[config.mk]
export PLATFORM = sky130hd
export DESIGN_NAME = sel_sched
export DESIGN_NICKNAME = d
export VERILOG_FILES = /design/src/rtl/sel_pkg.sv /design/src/rtl/sel_busy_map.sv /design/src/rtl/sel_wait_list.sv /design/src/rtl/sel_sched.sv
export SDC_FILE = /design/constraint.sdc
export NUM_CORES = 1
export LEC_CHECK = 0
export BUFFER_PORTS_ARGS = -buffer_cell sky130_fd_sc_hd__buf_2
export CORE_MARGIN = 5
export CORE_UTILIZATION = 60
export DETAILED_ROUTE_END_ITERATION = 7
export PLACE_DENSITY = 0.79
export SLEW_MARGIN = 30
export SYNTH_ARGS = -nofsm -noshare
export SYNTH_HDL_FRONTEND = slang
export SYNTH_HIERARCHICAL = 1
export SYNTH_SLANG_ARGS = --single-unit
[constraint.sdc]
create_clock -name clk -period 4.9 [get_ports clk]
set_clock_uncertainty 0.2 [all_clocks]
set_input_delay 0.49 -clock clk [delete_from_list [all_inputs] [get_ports clk]]
set_output_delay 0.49 -clock clk [all_outputs]
set_load 0.01 [all_outputs]
[src/rtl/sel_pkg.sv]
package sel_pkg;

    typedef logic [7:0] ptr_t;
    localparam ptr_t PTR_NULL = 8'hFF;

    // target byte without LUN: bit 7 and bit 3 pick channel, 6:4 is the ID
    typedef logic [7:3] tgt_t;

    typedef enum logic [1:0] {
        ST_IDLE  = 2'd0,
        ST_CHECK = 2'd1,
        ST_WAIT  = 2'd2
    } sched_st_e;

    typedef struct packed {
        sched_st_e st;
        ptr_t      slot;
        logic      chan;
        logic      via_resel;
    } sched_t;

    function automatic logic chan_sel(tgt_t t);
        return t[7] | t[3];
    endfunction

    function automatic logic [7:0] id_mask(tgt_t t);
        return 8'b1 << t[6:4];
    endfunction

endpackage

[src/rtl/sel_busy_map.sv]
module sel_busy_map
    import sel_pkg::*;
#(
    parameter int NCHAN = 2
) (
    input  logic clk,
    input  logic rst_n,
    input  tgt_t q_tgt,
    output logic q_busy,
    input  logic set_v,
    input  tgt_t set_tgt,
    input  logic clr_v,
    input  tgt_t clr_tgt
);
    localparam int CH_W = (NCHAN > 1) ? $clog2(NCHAN) : 1;

    typedef struct packed {
        logic [NCHAN-1:0][7:0] map;
    } bm_t;

    bm_t bm_q, bm_d;
    logic [CH_W-1:0] q_ci, set_ci, clr_ci;

    assign q_ci   = (NCHAN > 1) ? CH_W'(chan_sel(q_tgt))   : '0;
    assign set_ci = (NCHAN > 1) ? CH_W'(chan_sel(set_tgt)) : '0;
    assign clr_ci = (NCHAN > 1) ? CH_W'(chan_sel(clr_tgt)) : '0;

    assign q_busy = |(bm_q.map[q_ci] & id_mask(q_tgt));

    always_comb begin
        bm_d = bm_q;
        if (clr_v) bm_d.map[clr_ci] = bm_d.map[clr_ci] & ~id_mask(clr_tgt);
        if (set_v) bm_d.map[set_ci] = bm_d.map[set_ci] | id_mask(set_tgt);
    end

    always_ff @(posedge clk) begin
        if (!rst_n) bm_q <= '0;
        else        bm_q <= bm_d;
    end

    // a target bit is only ever set while it is clear
    p_set_only_free_r8: assert property (@(posedge clk) disable iff (!rst_n)
        set_v |-> ((bm_q.map[set_ci] & id_mask(set_tgt)) == 8'h00));

    // an untagged completion leaves its bit clear in the next cycle
    p_clear_takes_r10: assert property (@(posedge clk) disable iff (!rst_n)
        (clr_v && !set_v) |=> ((bm_q.map[$past(clr_ci)] & id_mask($past(clr_tgt))) == 8'h00));

endmodule

[src/rtl/sel_wait_list.sv]
module sel_wait_list
    import sel_pkg::*;
#(
    parameter int NSLOTS = 16
) (
    input  logic clk,
    input  logic rst_n,
    input  logic front_v,
    input  ptr_t front_slot,
    input  logic pop_v,
    input  logic app_v,
    input  ptr_t app_slot,
    output ptr_t head
);
    localparam int IDX_W = (NSLOTS > 1) ? $clog2(NSLOTS) : 1;

    typedef struct packed {
        ptr_t                   head;
        ptr_t                   tail;
        logic [NSLOTS-1:0][7:0] nxt;
    } wl_t;

    wl_t wl_q, wl_d;
    logic [IDX_W-1:0] h_i, f_i, a_i, t_i;

    assign head = wl_q.head;
    assign h_i  = wl_q.head[IDX_W-1:0];
    assign f_i  = front_slot[IDX_W-1:0];
    assign a_i  = app_slot[IDX_W-1:0];

    always_comb begin
        wl_d = wl_q;
        t_i  = '0;
        // remove the head after a won selection
        if (pop_v && wl_q.head != PTR_NULL) begin
            wl_d.head     = wl_q.nxt[h_i];
            wl_d.nxt[h_i] = PTR_NULL;
            if (wl_q.nxt[h_i] == PTR_NULL) wl_d.tail = PTR_NULL;
        end
        // a freshly popped slot goes in front
        if (front_v) begin
            wl_d.nxt[f_i] = wl_d.head;
            if (wl_d.head == PTR_NULL) wl_d.tail = front_slot;
            wl_d.head = front_slot;
        end
        // host appends at the tail
        if (app_v) begin
            t_i = wl_d.tail[IDX_W-1:0];
            if (wl_d.tail == PTR_NULL) wl_d.head = app_slot;
            else                       wl_d.nxt[t_i] = app_slot;
            wl_d.tail     = app_slot;
            wl_d.nxt[a_i] = PTR_NULL;
        end
    end

    always_ff @(posedge clk) begin
        if (!rst_n) begin
            wl_q.head <= PTR_NULL;
            wl_q.tail <= PTR_NULL;
            wl_q.nxt  <= '1;
        end else begin
            wl_q <= wl_d;
        end
    end

    // head and tail agree on whether the list is empty
    p_ends_agree_r5: assert property (@(posedge clk) disable iff (!rst_n)
        (wl_q.head == PTR_NULL) == (wl_q.tail == PTR_NULL));

    // the tail always terminates the chain
    p_tail_terminal_r12: assert property (@(posedge clk) disable iff (!rst_n)
        (wl_q.tail != PTR_NULL) |-> (wl_q.nxt[wl_q.tail[IDX_W-1:0]] == PTR_NULL));

    // a lone removal advances head to the old next pointer
    p_pop_advance_r5: assert property (@(posedge clk) disable iff (!rst_n)
        (pop_v && !front_v && !app_v && wl_q.head != PTR_NULL)
        |=> (wl_q.head == $past(wl_q.nxt[h_i])));

endmodule

[src/rtl/sel_sched.sv]
module sel_sched
    import sel_pkg::*;
#(
    parameter int NSLOTS = 16,
    parameter int CNT_W  = 8,
    parameter int NCHAN  = 2
) (
    input  logic             clk,
    input  logic             rst_n,
    input  logic [1:0]       resel_det,
    output logic             resel_go,
    output logic             resel_chan,
    input  logic [CNT_W-1:0] qin_count,
    input  logic [7:0]       qin_data,
    output logic             qin_pop,
    output logic             qin_push,
    output logic [7:0]       qin_push_data,
    output logic [7:0]       slot_rd_idx,
    input  logic             slot_tagged,
    input  logic [7:3]       slot_tgt,
    input  logic             enq_valid,
    input  logic [7:0]       enq_slot,
    output logic             start_valid,
    output logic [7:0]       start_slot,
    input  logic             sel_done,
    input  logic             sel_retry,
    input  logic             done_valid,
    input  logic             done_tagged,
    input  logic [7:3]       done_tgt
);
    sched_t q, d;
    ptr_t   head;
    logic   tgt_busy;
    logic   front_v, pop_v, set_v;
    logic   resel_hit, resel_pick;

    // reconnection pick: dual channel checks the other side first
    if (NCHAN > 1) begin : g_dual
        always_comb begin
            resel_hit  = 1'b0;
            resel_pick = 1'b0;
            if (resel_det[~q.chan]) begin
                resel_hit  = 1'b1;
                resel_pick = ~q.chan;
            end else if (resel_det[q.chan]) begin
                resel_hit  = 1'b1;
                resel_pick = q.chan;
            end
        end
    end else begin : g_single
        assign resel_hit  = resel_det[0];
        assign resel_pick = 1'b0;
    end

    always_comb begin
        d             = q;
        resel_go      = 1'b0;
        resel_chan    = 1'b0;
        qin_pop       = 1'b0;
        qin_push      = 1'b0;
        qin_push_data = '0;
        start_valid   = 1'b0;
        start_slot    = '0;
        front_v       = 1'b0;
        pop_v         = 1'b0;
        set_v         = 1'b0;
        slot_rd_idx   = (q.st == ST_CHECK) ? q.slot : head;
        case (q.st)
            ST_IDLE: begin
                if (resel_hit) begin
                    resel_go    = 1'b1;
                    resel_chan  = resel_pick;
                    d.st        = ST_WAIT;
                    d.via_resel = 1'b1;
                    d.chan      = resel_pick;
                end else if (head != PTR_NULL) begin
                    start_valid = 1'b1;
                    start_slot  = head;
                    d.st        = ST_WAIT;
                    d.via_resel = 1'b0;
                    d.chan      = chan_sel(slot_tgt);
                end else if (qin_count != '0) begin
                    qin_pop = 1'b1;
                    d.slot  = qin_data;
                    d.st    = ST_CHECK;
                end
            end
            ST_CHECK: begin
                if (tgt_busy) begin
                    qin_push      = 1'b1;
                    qin_push_data = q.slot;
                    d.st          = ST_IDLE;
                end else begin
                    start_valid = 1'b1;
                    start_slot  = q.slot;
                    front_v     = 1'b1;
                    set_v       = !slot_tagged;
                    d.st        = ST_WAIT;
                    d.via_resel = 1'b0;
                    d.chan      = chan_sel(slot_tgt);
                end
            end
            ST_WAIT: begin
                if (sel_done) begin
                    pop_v = !q.via_resel;
                    d.st  = ST_IDLE;
                end else if (sel_retry) begin
                    d.st = ST_IDLE;
                end
            end
            default: d.st = ST_IDLE;
        endcase
    end

    always_ff @(posedge clk) begin
        if (!rst_n) begin
            q.st        <= ST_IDLE;
            q.slot      <= PTR_NULL;
            q.chan      <= 1'b0;
            q.via_resel <= 1'b0;
        end else begin
            q <= d;
        end
    end

    sel_busy_map #(.NCHAN(NCHAN)) u_busy (
        .clk     (clk),
        .rst_n   (rst_n),
        .q_tgt   (slot_tgt),
        .q_busy  (tgt_busy),
        .set_v   (set_v),
        .set_tgt (slot_tgt),
        .clr_v   (done_valid && !done_tagged),
        .clr_tgt (done_tgt)
    );

    sel_wait_list #(.NSLOTS(NSLOTS)) u_list (
        .clk        (clk),
        .rst_n      (rst_n),
        .front_v    (front_v),
        .front_slot (q.slot),
        .pop_v      (pop_v),
        .app_v      (enq_valid),
        .app_slot   (enq_slot),
        .head       (head)
    );

    // at most one action per cycle
    p_one_action_r2: assert property (@(posedge clk) disable iff (!rst_n)
        $onehot0({start_valid, resel_go, qin_pop, qin_push}));

    // pops only from a non-empty queue
    p_pop_has_count_r7: assert property (@(posedge clk) disable iff (!rst_n)
        qin_pop |-> (qin_count != '0));

    // a requeue returns the index popped one cycle earlier
    p_push_same_r8: assert property (@(posedge clk) disable iff (!rst_n)
        qin_push |-> ($past(qin_pop) && qin_push_data == $past(qin_data)));

    // start pulses are single cycle and followed by silence
    p_start_pulse_r11: assert property (@(posedge clk) disable iff (!rst_n)
        (start_valid || resel_go) |=> !(start_valid || resel_go || qin_pop));

endmodule

Yosys cells after proc, flatten, opt, wreduce, memory -nomap -nowiden
Index checks and enable logic that the tools add are counted.
- bits in read-only memories: 0
- bits in writable memories: 0
- register bits: 172
- logic and storage cells: 158
- latch bits: 0
- memories: 0
- output and inout bits: 29
- bitwise gates (word level): 11
- add/subtract/negate cells: 0
- reductions and logical operators: 18
- order comparisons: 14
- divide/modulo/power cells: 0
- multipliers: 0
- shift operators: 2
- muxes and demuxes: 79
- equality and inequality tests: 10
- operators by type and width (cell ; number):
    144-bit 2-to-1 mux ; 3
    128-bit bitwise mux ; 2
    128-bit 2-to-1 mux ; 2
    128-bit OR ; 2
    8-bit 2-to-1 mux ; 22
    8-bit demux with 4-bit select ; 4
    8-bit binary-select mux with 4-bit select ; 1
    16-bit bitwise mux ; 2
    16-bit 2-to-1 mux ; 2
    1-bit 2-to-1 mux ; 26
    8-bit == test (second input constant) ; 3
    4-bit by 5-bit < comparator with 1-bit output (second input constant) ; 4
    8-bit AND ; 2
    8-bit demux with 1-bit select ; 2
    4-bit by 1-bit >= comparator with 1-bit output (second input constant) ; 4
    2-bit 2-to-1 mux ; 8
    8-bit case mux with 2 select lines ; 1
    1-bit by 3-bit << shifter with 8-bit output (first input constant) ; 2
    10-bit 2-to-1 mux ; 1
    1-bit logical AND ; 8
    1-bit by 2-bit < comparator with 1-bit output (second input constant) ; 4
    8-bit inequality test (second input constant) ; 1
    8-bit inverter ; 1
    8-bit OR ; 1
    other kinds (19) ; 26

Logic depth before layout (Yosys ltp)
Gate-level depths: netlist of the first run.
- depth in word-level cells: 18
- depth in mapped cells: 18
- gate-level depth less buffers: 13

By module
Netlist of the first run, hierarchy kept.
- by module, submodules not included (module ; sequential area each (um2) ; area each (um2) ; cells an instance ; times used):
    sel_wait_list ; 2882.8 ; 8405.6 ; 951 ; 1
    sel_busy_map ; 320.3 ; 955.9 ; 120 ; 1
    sel_sched ; 240.2 ; 929.6 ; 101 ; 1

Worst setup path before layout of the first run
No wires, ideal clock.
- kind: input -> register
- from: input port slot_tgt[5] in the netlist's numbering
- to: register u_list/wl_q[54] in the netlist's numbering
- path buffers: 3
- stages: 16
- arrival time: 4.100 ns
- data required time: 4.560 ns
- path slack: 0.460 ns
- setup time: 0.140 ns
- cells stage by stage: buf_6 mux4_2 and3_1 a2111o_1 or4_1 nand2b_4 inv_6 inv_2 a211oi_1 and4_1 buf_6 buf_2 a211oi_1 o31a_1 nor2_1 a22oi_1
- longest elaborated chain between the ends: 15
- elaborated cells on any way between the ends: 17
- classes of those cells: order compare: 2; eq/ne: 1; shift: 1; mux: 9; bitwise: 2; reduce/logical: 2
- RTL lines (item ; RTL line ; text):
    from (decl) ; sel_sched.sv:20 ; input logic [7:3] slot_tgt,
    1-bit by 3-bit << shifter with 8-bit output (*) ; sel_pkg.sv:27 ; return 8'b1 << t[6:4];
    8-bit AND (*) ; sel_busy_map.sv:28 ; assign q_busy = |(bm_q.map[q_ci] & id_mask(q_tgt));
    8-bit OR reduction (*) ; sel_busy_map.sv:28 ;
    net tgt_busy ; sel_sched.sv:33 ; logic tgt_busy;
    1-bit 2-to-1 mux (*) ; sel_sched.sv:89 ; if (tgt_busy) begin
    1-bit 2-to-1 mux (*) ; sel_sched.sv:68 ; case (q.st)
    net front_v ; sel_sched.sv:34 ; logic front_v, pop_v, set_v;
    144-bit 2-to-1 mux (*) ; sel_wait_list.sv:41 ; if (front_v) begin
    4-bit by 5-bit < comparator with 1-bit output (not written as such) / 4-bit by 1-bit >= comparator with 1-bit output (equally long branches) ; sel_wait_list.sv:50 ; else wl_d.nxt[t_i] = app_slot;
    1-bit logical AND (not written as such) ; sel_wait_list.sv:50 ;
    8-bit 2-to-1 mux (not written as such) ; sel_wait_list.sv:50 ;
    8-bit demux with 4-bit select ; -- ;
    128-bit bitwise mux ; sel_wait_list.sv:50 ;
    128-bit 2-to-1 mux ; sel_wait_list.sv:49 ; if (wl_d.tail == PTR_NULL) wl_d.head = app_slot;
    128-bit 2-to-1 mux ; sel_wait_list.sv:47 ; if (app_v) begin
    128-bit OR (no line) ; -- ;
    144-bit 2-to-1 mux (*) ; sel_wait_list.sv:47 ;
    to (signal assigned) ; sel_wait_list.sv:62 ; wl_q <= wl_d;
    to (decl) ; sel_wait_list.sv:23 ; wl_t wl_q, wl_d;
The timed path passes the listed nets; every way through them passes the cells marked *. The select of a mux whose other input is x is not followed.
A chain may end at the register's enable or synchronous reset.

Final worst setup path of the first run
- from: register u_busy/bm_q[7] in the netlist's numbering
- to: register u_list/wl_q[124] in the netlist's numbering
- longest elaborated chain between the ends: 16
- elaborated cells on any way between the ends: 18
- classes of those cells: order compare: 2; eq/ne: 1; mux: 11; bitwise: 2; reduce/logical: 2
- RTL lines (item ; RTL line ; text):
    from (decl) ; sel_busy_map.sv:21 ; bm_t bm_q, bm_d;
    from (signal assigned) ; sel_busy_map.sv:38 ; else bm_q <= bm_d;
    8-bit 2-to-1 mux (not written as such) (*) (2 in series) ; sel_busy_map.sv:28 ;
    8-bit AND (*) ; sel_busy_map.sv:28 ;
    8-bit OR reduction (*) ; sel_busy_map.sv:28 ;
    net tgt_busy ; sel_sched.sv:33 ;
    1-bit 2-to-1 mux (*) ; sel_sched.sv:89 ;
    1-bit 2-to-1 mux (*) ; sel_sched.sv:68 ;
    net front_v ; sel_sched.sv:34 ;
    144-bit 2-to-1 mux (*) ; sel_wait_list.sv:41 ;
    4-bit by 5-bit < comparator with 1-bit output (not written as such) / 4-bit by 1-bit >= comparator with 1-bit output (equally long branches) ; sel_wait_list.sv:50 ;
    1-bit logical AND (not written as such) ; sel_wait_list.sv:50 ;
    8-bit 2-to-1 mux (not written as such) ; sel_wait_list.sv:50 ;
    8-bit demux with 4-bit select ; -- ;
    128-bit bitwise mux ; sel_wait_list.sv:50 ;
    128-bit 2-to-1 mux ; sel_wait_list.sv:49 ;
    128-bit 2-to-1 mux ; sel_wait_list.sv:47 ;
    128-bit OR (no line) ; -- ;
    144-bit 2-to-1 mux (*) ; sel_wait_list.sv:47 ;
Marks and branches as above.

==> summary.md, run 1 <==
| Metric | Value |
|---|---|
| Pin count of the biggest net entering global routing | 63 |
| First-pass GRT wire length | slightly above 60000 µm |
| Yosys warning count | 6 |
| Count of input and output buffers | between 70 and 80 |
| Critical path fanouts, max | 9 |
| Switching component of the power | around 1500 µW |
| Area Growth Syn to Fin | 10.88% |
| Wire length after detailed routing | ~42000 µm |
| Net count after synthesis | between 1000 and 1500 |
| Number of global-route vias before repair | ~10000 |
| F_max | 0.2148 GHz |
| Ranking of synthesized cells by instance count | sky130_fd_sc_hd__dfxtp_1, sky130_fd_sc_hd__nand2_1, sky130_fd_sc_hd__o22ai_1 |
| Flip-flop and latch count after synthesis | 172 |
| Post-cts resize count | 0 |
| Hold Violations, Final | 0 |
| Max cap viols | 0 |
| Weighted congestion at the end of routability-driven global placement | about 1.1 |
| RSZ-0062 raised after global routing | no |
| Syn Std Cell Area | roughly 10000 µm² |
| Total of hold buffers inserted after clock tree synthesis | 0 |
| Number of synthesized flops with an enable pin | 0 |
| Top-count cell post-synth | sky130_fd_sc_hd__dfxtp_1 |
| Number of iterations in the first detailed-routing pass | 8 |
| Synth area leader | sky130_fd_sc_hd__dfxtp_1 |
| Portion of synthesized cell area occupied by the leading cell type | 0.3346 |
| Number of top-level pins | 73 |
| Worst-case headroom to the max-slew limit | 0.2799 |
| Max-slew violation total from the final report | 0 |
| Distinct cell type count after synthesis | between 80 and 90 |
| Share of the yosys chip area belonging to registers | 0.3346 |
| Remaining antenna violation count after routing | 0 |
| Combinational fraction of design power | 0.282 |
| DRC violations left | 29 |
| Number of failing setup endpoints in the final timing report | 0 |
| Overall die area | 19870 µm² |
| Static power due to leakage | between 0.003 and 0.004 µW |
| Mean post-synth cell area | just under 9 µm² |
| Vias per Instance | approximately 7.7 |
| Global route overflow | 0 |
| Critical path type | reg2reg |
| Die Y | about 140 µm |
| Asr flop ratio synth | 0 |
| Outcome | finished with violations |
| Post-layout minimum cycle time | roughly 4.7 ns |
| Routed vias | ~11000 |
| Half-perimeter wire length after placement | about 28000 µm |
| Type of destination of the critical path | register |
| Pin slew with the least headroom to its limit | 1.069 ns |
| Number of diodes added for antenna fixing | 0 |
| CTS tree | done |
| Req. time, crit path | approximately 5 ns |
| Initial antenna violation count | 1 |
| Worst vdd rail ir drop | 278.1 µV |
| Power share of the sequential group | 0.367 |
| Startpoint of the most critical setup path | u_busy/bm_q[7] |
| Number of cells produced by synthesis | between 1000 and 1500 |
| Worst path arrival time | roughly 4.8 ns |
| Most instantiated flip-flop cell in the synthesis netlist | sky130_fd_sc_hd__dfxtp_1 |
| Fraction of final layout cells with drive strength greater than 1 | 0.1912 |
| Failing checks | DRC |
| CTS HTree Levels | 4 |
| Skew-Pair Late Insertion Delay | between 0.4 and 0.5 ns |
| Row count | 47 |
| Power Dens Cells | roughly 370 nW/µm² |
| Number of nets in the final layout | roughly 1300 |
| Sink count of the clock tree | around 170 |
| Final cycle utilization of the critical path | 0.9502 |
| Horizontal die dimension | between 100 and 150 µm |
| Layout fillers | between 1000 and 1500 |
| Number of CTS-inserted buffers | 17 |
| Launch point of the worst hold path | qin_data[0] |
| Average routed wire per standard cell | approximately 29 µm |
| Startpoint types | register |
| Placeable core area | 16700 µm² |
| Initial core utilization | 0.6162 |
| Global Route Usage Sum | 0.4077 |
| Drt initial violations | about 2200 |
| TNS Setup | 0 ns |
| Type of the tightest min-delay check | in2reg |
| P_int | 2718 µW |
| Worst flop-to-flop path startpoint | u_busy/bm_q[7] |
| Clock network fraction of design power | 0.351 |
| Number of buffers added for setup after CTS | 0 |
| CTS Root Cell | sky130_fd_sc_hd__clkbuf_16 |
| Clock-pin slew on the worst setup and hold paths | 0.07 ns |
| Biggest area contributors in the synthesized netlist | sky130_fd_sc_hd__dfxtp_1, sky130_fd_sc_hd__mux4_2, sky130_fd_sc_hd__o22ai_1, sky130_fd_sc_hd__nand2_1, sky130_fd_sc_hd__o22a_1 |
| Worst hold slack across all endpoints | roughly 0.11 ns |
| Switching Share | 0.3622 |
| Number of buffers on the longest clock path | 2 |
-- stage by stage --
stage,worst slack (ns),util,area (µm²),power [µW],std cells
after floorplan,0.4598,-,10290,2346,1172
after global placement,0.09516,0.6441,10760,2712,1413
after detailed placement,0.1070,0.6444,10760,2716,1413
after CTS,0.3601,0.6826,11400,4183,1444
after global routing,0.09208,0.6832,11410,4365,1444
final,0.2441,0.6832,11410,4261,1444
-- layout make-up --
class | instances | area (µm²) | area share
clock inverters | 12 | 185.2 | 0.01623
clock buffers | 19 | 452.9 | 0.03969
flip-flops and latches | 172 | 3446 | 0.3020
repair buffers | 112 | 660.6 | 0.05789
well taps | 220 | 275.3 | 0.02412
inverters | 20 | 80.08 | 0.007018
multi-input cells | 889 | 6311 | 0.5531
-- flip-flops by register name, summed over array words and instances, names as in the netlist --
name and count:
q 12, u_busy/bm_q 16, u_list/head 8, u_list/wl_q 136
-- path summary, 6_finish.rpt --
kind,to,slack [ns],cells after the start
setup / recovery,u_list/wl_q[124],0.24,14
hold / removal,q[2],0.11,3
setup reg to reg,u_list/wl_q[124],0.24,14
hold reg to reg,q[1],0.28,2
-- per-layer routing --
layer / up-vias / GRT usage / wire, µm
li1: 4663 / - / -
met1: 5205 / 0.5475 / 15520
met2: 956 / 0.5900 / 17260
met3: 246 / 0.1344 / 6093
met4: 0 / 0.2009 / 2652
met5: - / 0 / 0
-- cells by family (layout without fill, tap and decap cells) --
family | count (synthesis) | after routing | synth area share
DFF | 172 | 172 | 0.3346
AOI/OAI and AO/OA | 438 | 438 | 0.3123
muxes | 78 | 78 | 0.1176
buffers and inverters | 111 | 163 | 0.05362
and+or+nand+nor | 373 | 373 | 0.1819
-- critical path, stage by stage, from the launching register on --
cell and delay [ns]:
sky130_fd_sc_hd__dfxtp_1 0.33, sky130_fd_sc_hd__mux4_2 0.46, sky130_fd_sc_hd__and3_1 0.19, sky130_fd_sc_hd__a2111o_1 0.36, sky130_fd_sc_hd__or4_1 0.46, sky130_fd_sc_hd__nand2b_4 0.22, sky130_fd_sc_hd__inv_6 0.08, sky130_fd_sc_hd__inv_2 0.10
sky130_fd_sc_hd__a211oi_1 0.29, sky130_fd_sc_hd__and4_1 0.55, sky130_fd_sc_hd__nand2_1 0.27, sky130_fd_sc_hd__buf_4 0.27, sky130_fd_sc_hd__a21oi_1 0.46, sky130_fd_sc_hd__nor2_1 0.15, sky130_fd_sc_hd__a32oi_1 0.18
-- cells in the final DEF, fill, tap and decap left out, drive strengths merged, types with 7 or more instances in the layout --
| cell type | count |
|---|---|
| buf | 112 |
| o22ai | 98 |
| o311ai | 8 |
| mux2 | 23 |
| a21boi | 16 |
| a31oi | 13 |
| a2bb2oi | 7 |
| inv | 24 |
| o22a | 39 |
| o221ai | 16 |
| nor3 | 35 |
| o31ai | 12 |
| o21ai | 66 |
| nor2b | 33 |
| o31a | 7 |
| mux4 | 32 |
| a211oi | 13 |
| nand3 | 33 |
| nor2 | 83 |
| a32oi | 16 |
| and3 | 12 |
| clkbuf | 19 |
| a21oi | 25 |
| a22oi | 39 |
| nand2b | 8 |
| nor4 | 8 |
| dfxtp | 172 |
| o211ai | 25 |
| nand2 | 118 |
| mux2i | 23 |
| and2 | 13 |
| a22o | 9 |
| nand4 | 12 |
-- power by group through the flow --
stage / sequential (µW) / clock (µW) / combinational (µW)
final: 1560 / 1490 / 1200
after global routing: 1570 / 1560 / 1240
after CTS: 1560 / 1490 / 1130
after detailed placement: 1590 / 0 / 1130
after global placement: 1590 / 0 / 1120
after floorplan: 1530 / 0 / 820
No activity file was read; power rests on OpenSTA's default activity.
==> run 2, diff against run 1 <==
Settings changed: CORE_ASPECT_RATIO set to 2, PLACE_DENSITY 0.79 to 0.81.
==> run 2 against run 1 <==
The flow now finishes without violations. Core utilization decreased by 0.40 points. First-iteration DRC count decreased by 35%. Largest cell class unchanged. Critical path type unchanged. Highest routed layer unchanged. Critical path depth decreased by 4.
==> summary.md, run 2 (same netlist as run 1, synthesis figures left out) <==
| Metric | Value |
|---|---|
| Outcome | completed (was finished with violations) |
| Placeable core area | 16850 µm² (was 16700 µm²) |
| Crit-path max cell delay | 0.84 ns (was 0.55 ns) |
| Global route overflow | 0 (unchanged) |
| Type of the tightest min-delay check | in2reg (unchanged) |
| Largest regs | u_list/wl_q x136, u_busy/bm_q x16, q x12 (unchanged) |
| Die Y | 195.2 µm (was 141.0 µm) |
| First-pass GRT wire length | 67650 µm (was 62240 µm) |
| Number of global-route vias before repair | 11300 (was 10220) |
| Clock network fraction of design power | 0.322 (was 0.351) |
| Drt initial violations | 1436 (was 2205) |
| Number of failing setup endpoints in the final timing report | 0 (unchanged) |
| Area Growth Syn to Fin | 11.21% (was 10.88%) |
| Worst path arrival time | 4.91 ns (was 4.80 ns) |
| Clock-pin slew on the worst setup and hold paths | 0.07 ns (about the same) |
| Wire length after detailed routing | 45190 µm (was 41530 µm) |
| CTS HTree Levels | 4 (unchanged) |
| CTS tree | done (unchanged) |
| Max reg flops | 136 (unchanged) |
| Top register by number of flip-flops | u_list/wl_q (unchanged) |
| Pin count of the biggest net entering global routing | 82 (was 63) |
| Combinational fraction of design power | 0.304 (was 0.282) |
| Sink count of the clock tree | 172 (unchanged) |
| Vias per Instance | 7.733 (was 7.666) |
| Max cap viols | 0 (unchanged) |
| Initial antenna violation count | 0 (was 1) |
| Half-perimeter wire length after placement | 31890 µm (was 28150 µm) |
| Routed vias | 11210 (was 11070) |
| Type of destination of the critical path | register (unchanged) |
| Kind of cell adding the most delay to the critical path | compound AO/OA/AOI/OAI gates (was simple AND/OR/NAND/NOR gates) |
| Skew-Pair Late Insertion Delay | 0.44 ns (was 0.43 ns) |
| Count of input and output buffers | 72 (unchanged) |
| Startpoint types | register (unchanged) |
| Number of CTS-inserted buffers | 17 (unchanged) |
| Cells along the critical path | mux4_2 > a22oi_1 > nand2_1 > nand4_2 > o21a_1 > nor3_4 > buf_4 > a32oi_2 > mux2_2 > nand2_1 (was mux4_2 > and3_1 > a2111o_1 > or4_1 > nand2b_4 > inv_6 > inv_2 > a211oi_1 > and4_1 > nand2_1 > buf_4 > a21oi_1 > nor2_1 > a32oi_1) |
| Final cycle utilization of the critical path | 0.9679 (was 0.9502) |
| Number of buffers on the longest clock path | 2 (unchanged) |
| Final core area utilization | 0.6792 (was 0.6832) |
| Power share of the sequential group | 0.374 (was 0.367) |
| Critical path fanouts, max | 18 (was 9) |
| Req. time, crit path | 5.07 ns (was 5.05 ns) |
| RSZ-0062 raised after global routing | no (unchanged) |
| Overall die area | 20030 µm² (was 19870 µm²) |
| F_max | 0.2109 GHz (was 0.2148 GHz) |
| Commonest cells after routing, fill and taps aside | sky130_fd_sc_hd__dfxtp_1, sky130_fd_sc_hd__nand2_1, sky130_fd_sc_hd__o22ai_1, sky130_fd_sc_hd__nor2_1, sky130_fd_sc_hd__buf_2 (unchanged) |
| Worst-case headroom to the max-slew limit | 0.2778 (was 0.2799) |
| Remaining antenna violation count after routing | 0 (unchanged) |
| Worst vdd rail ir drop | 288.2 µV (was 278.1 µV) |
| Switching Share | 0.3836 (was 0.3622) |
| P_int | 2577 µW (was 2718 µW) |
| Pin slew with the least headroom to its limit | 1.079 ns (was 1.069 ns) |
| Critical path type | reg2reg (unchanged) |
| Static power due to leakage | 0.004026 µW (was 0.003967 µW) |
| Number of top-level pins | 73 (unchanged) |
| Row count | 67 (was 47) |
| Horizontal die dimension | 102.6 µm (was 141.0 µm) |
| Count of buffering cells on the critical path with inverters included | 1 (was 3) |
| TNS Setup | 0 ns (unchanged) |
| DRC violations left | 0 (was 29) |
| Max-slew violation total from the final report | 0 (unchanged) |
| Fraction of final layout cells with drive strength greater than 1 | 0.2032 (was 0.1912) |
| Crit-path slowest cell | sky130_fd_sc_hd__dfxtp_2 (was sky130_fd_sc_hd__and4_1) |
| Post-layout minimum cycle time | 4.743 ns (was 4.656 ns) |
| Initial core utilization | 0.6108 (was 0.6162) |
| Most common cell type on the critical path | sky130_fd_sc_hd__nand2_1 |
| Weighted congestion at the end of routability-driven global placement | 1.176 (was 1.077) |
| Most frequent standard cell in the layout excluding fill and tap cells | sky130_fd_sc_hd__dfxtp_1 (unchanged) |
| Hold Violations, Final | 0 (unchanged) |
| CTS Root Cell | sky130_fd_sc_hd__clkbuf_16 (unchanged) |
| Power Dens Cells | 365.3 nW/µm² (was 373.4 nW/µm²) |
| Number of iterations in the first detailed-routing pass | 6 (was 8) |
| Number of buffers added for setup after CTS | 0 (unchanged) |
| Switching component of the power | 1604 µW (was 1543 µW) |
| Average routed wire per standard cell | 31.19 µm (was 28.76 µm) |
| Global Route Usage Sum | 0.4553 (was 0.4077) |
| Number of nets in the final layout | 1271 (was 1256) |
==> run 2: cell count changes in the layout (fill, tap and decap cells not counted), sizes merged <==
cell	delta
bufinv	-3
diode	+2
clkinvlp	-3
clkinv	+4
buf	+14
inv	+4
==> run 2: worst reg2reg max path: cells and delay by family, from the launching register on <==
| family | cells | cell delay [ns] |
|---|---|---|
| flip-flops | 1 | 0.84 |
| AO/OA/AOI/OAI | 3 | 1.76 |
| multiplexers | 2 | 1.05 |
| AND/OR/NAND/NOR | 4 | 0.59 |
| buffers and inverters | 1 | 0.24 |
==> run 2: final timing paths <==
| kind | from | endpoint | slack [ns] | depth (start not counted) |
|---|---|---|---|---|
| max | u_list/head[0] | u_list/wl_q[102] | 0.16 | 10 |
| min | qin_data[7] | q[9] | 0.11 | 3 |
| max reg2reg | u_list/head[0] | u_list/wl_q[102] | 0.16 | 10 |
| min reg2reg | q[1] | q[1] | 0.30 | 2 |
==> run 2: per-layer routing <==
metal  vias to the layer above  global-route usage  share of wire
met5                         -                   0              0
met4                         0              0.4229           0.12
met3                       331              0.1443           0.11
met2                       907              0.7151           0.46
met1                      5267              0.4613           0.31
li1                       4700                   -              -
==> run 2: final cells by class <==
class,count,area [µm²]
diodes,2,5.005
repair buffers,127,773.2
well taps,207,259.0
clock inverters,14,130.1
inverters,20,80.08
flip-flops and latches,172,3446
clock buffers,18,439.2
fillers,1491,5405
multi-input cells,889,6312
==> run 2: repair_timing <==
item                                    CTS  global route
hold buffers                              0             0
endpoints found under the setup margin    0            20
gates resized for setup                   0             2
==> run 2: power groups by stage <==
stage	registers [µW]	logic (µW)	clock network (µW)
after floorplan	1530	820	0
after global placement	1590	1180	0
after detailed placement	1590	1190	0
after CTS	1560	1190	1350
after global routing	1570	1310	1410
final	1560	1270	1350
==> run 2: through the flow <==
step / setup WS [ns] / cells / area (µm²) / total power, µW / hold slack, ns
after floorplan: 0.4598 / 1172 / 10290 / 2346 / 0.2425
after global placement: 0.1801 / 1414 / 10850 / 2769 / 0.2655
after detailed placement: 0.08334 / 1414 / 10850 / 2779 / 0.2996
after CTS: 0.3160 / 1446 / 11420 / 4106 / 0.09873
after global routing: 0.1050 / 1447 / 11440 / 4284 / 0.1359
final: 0.1573 / 1449 / 11440 / 4181 / 0.1054
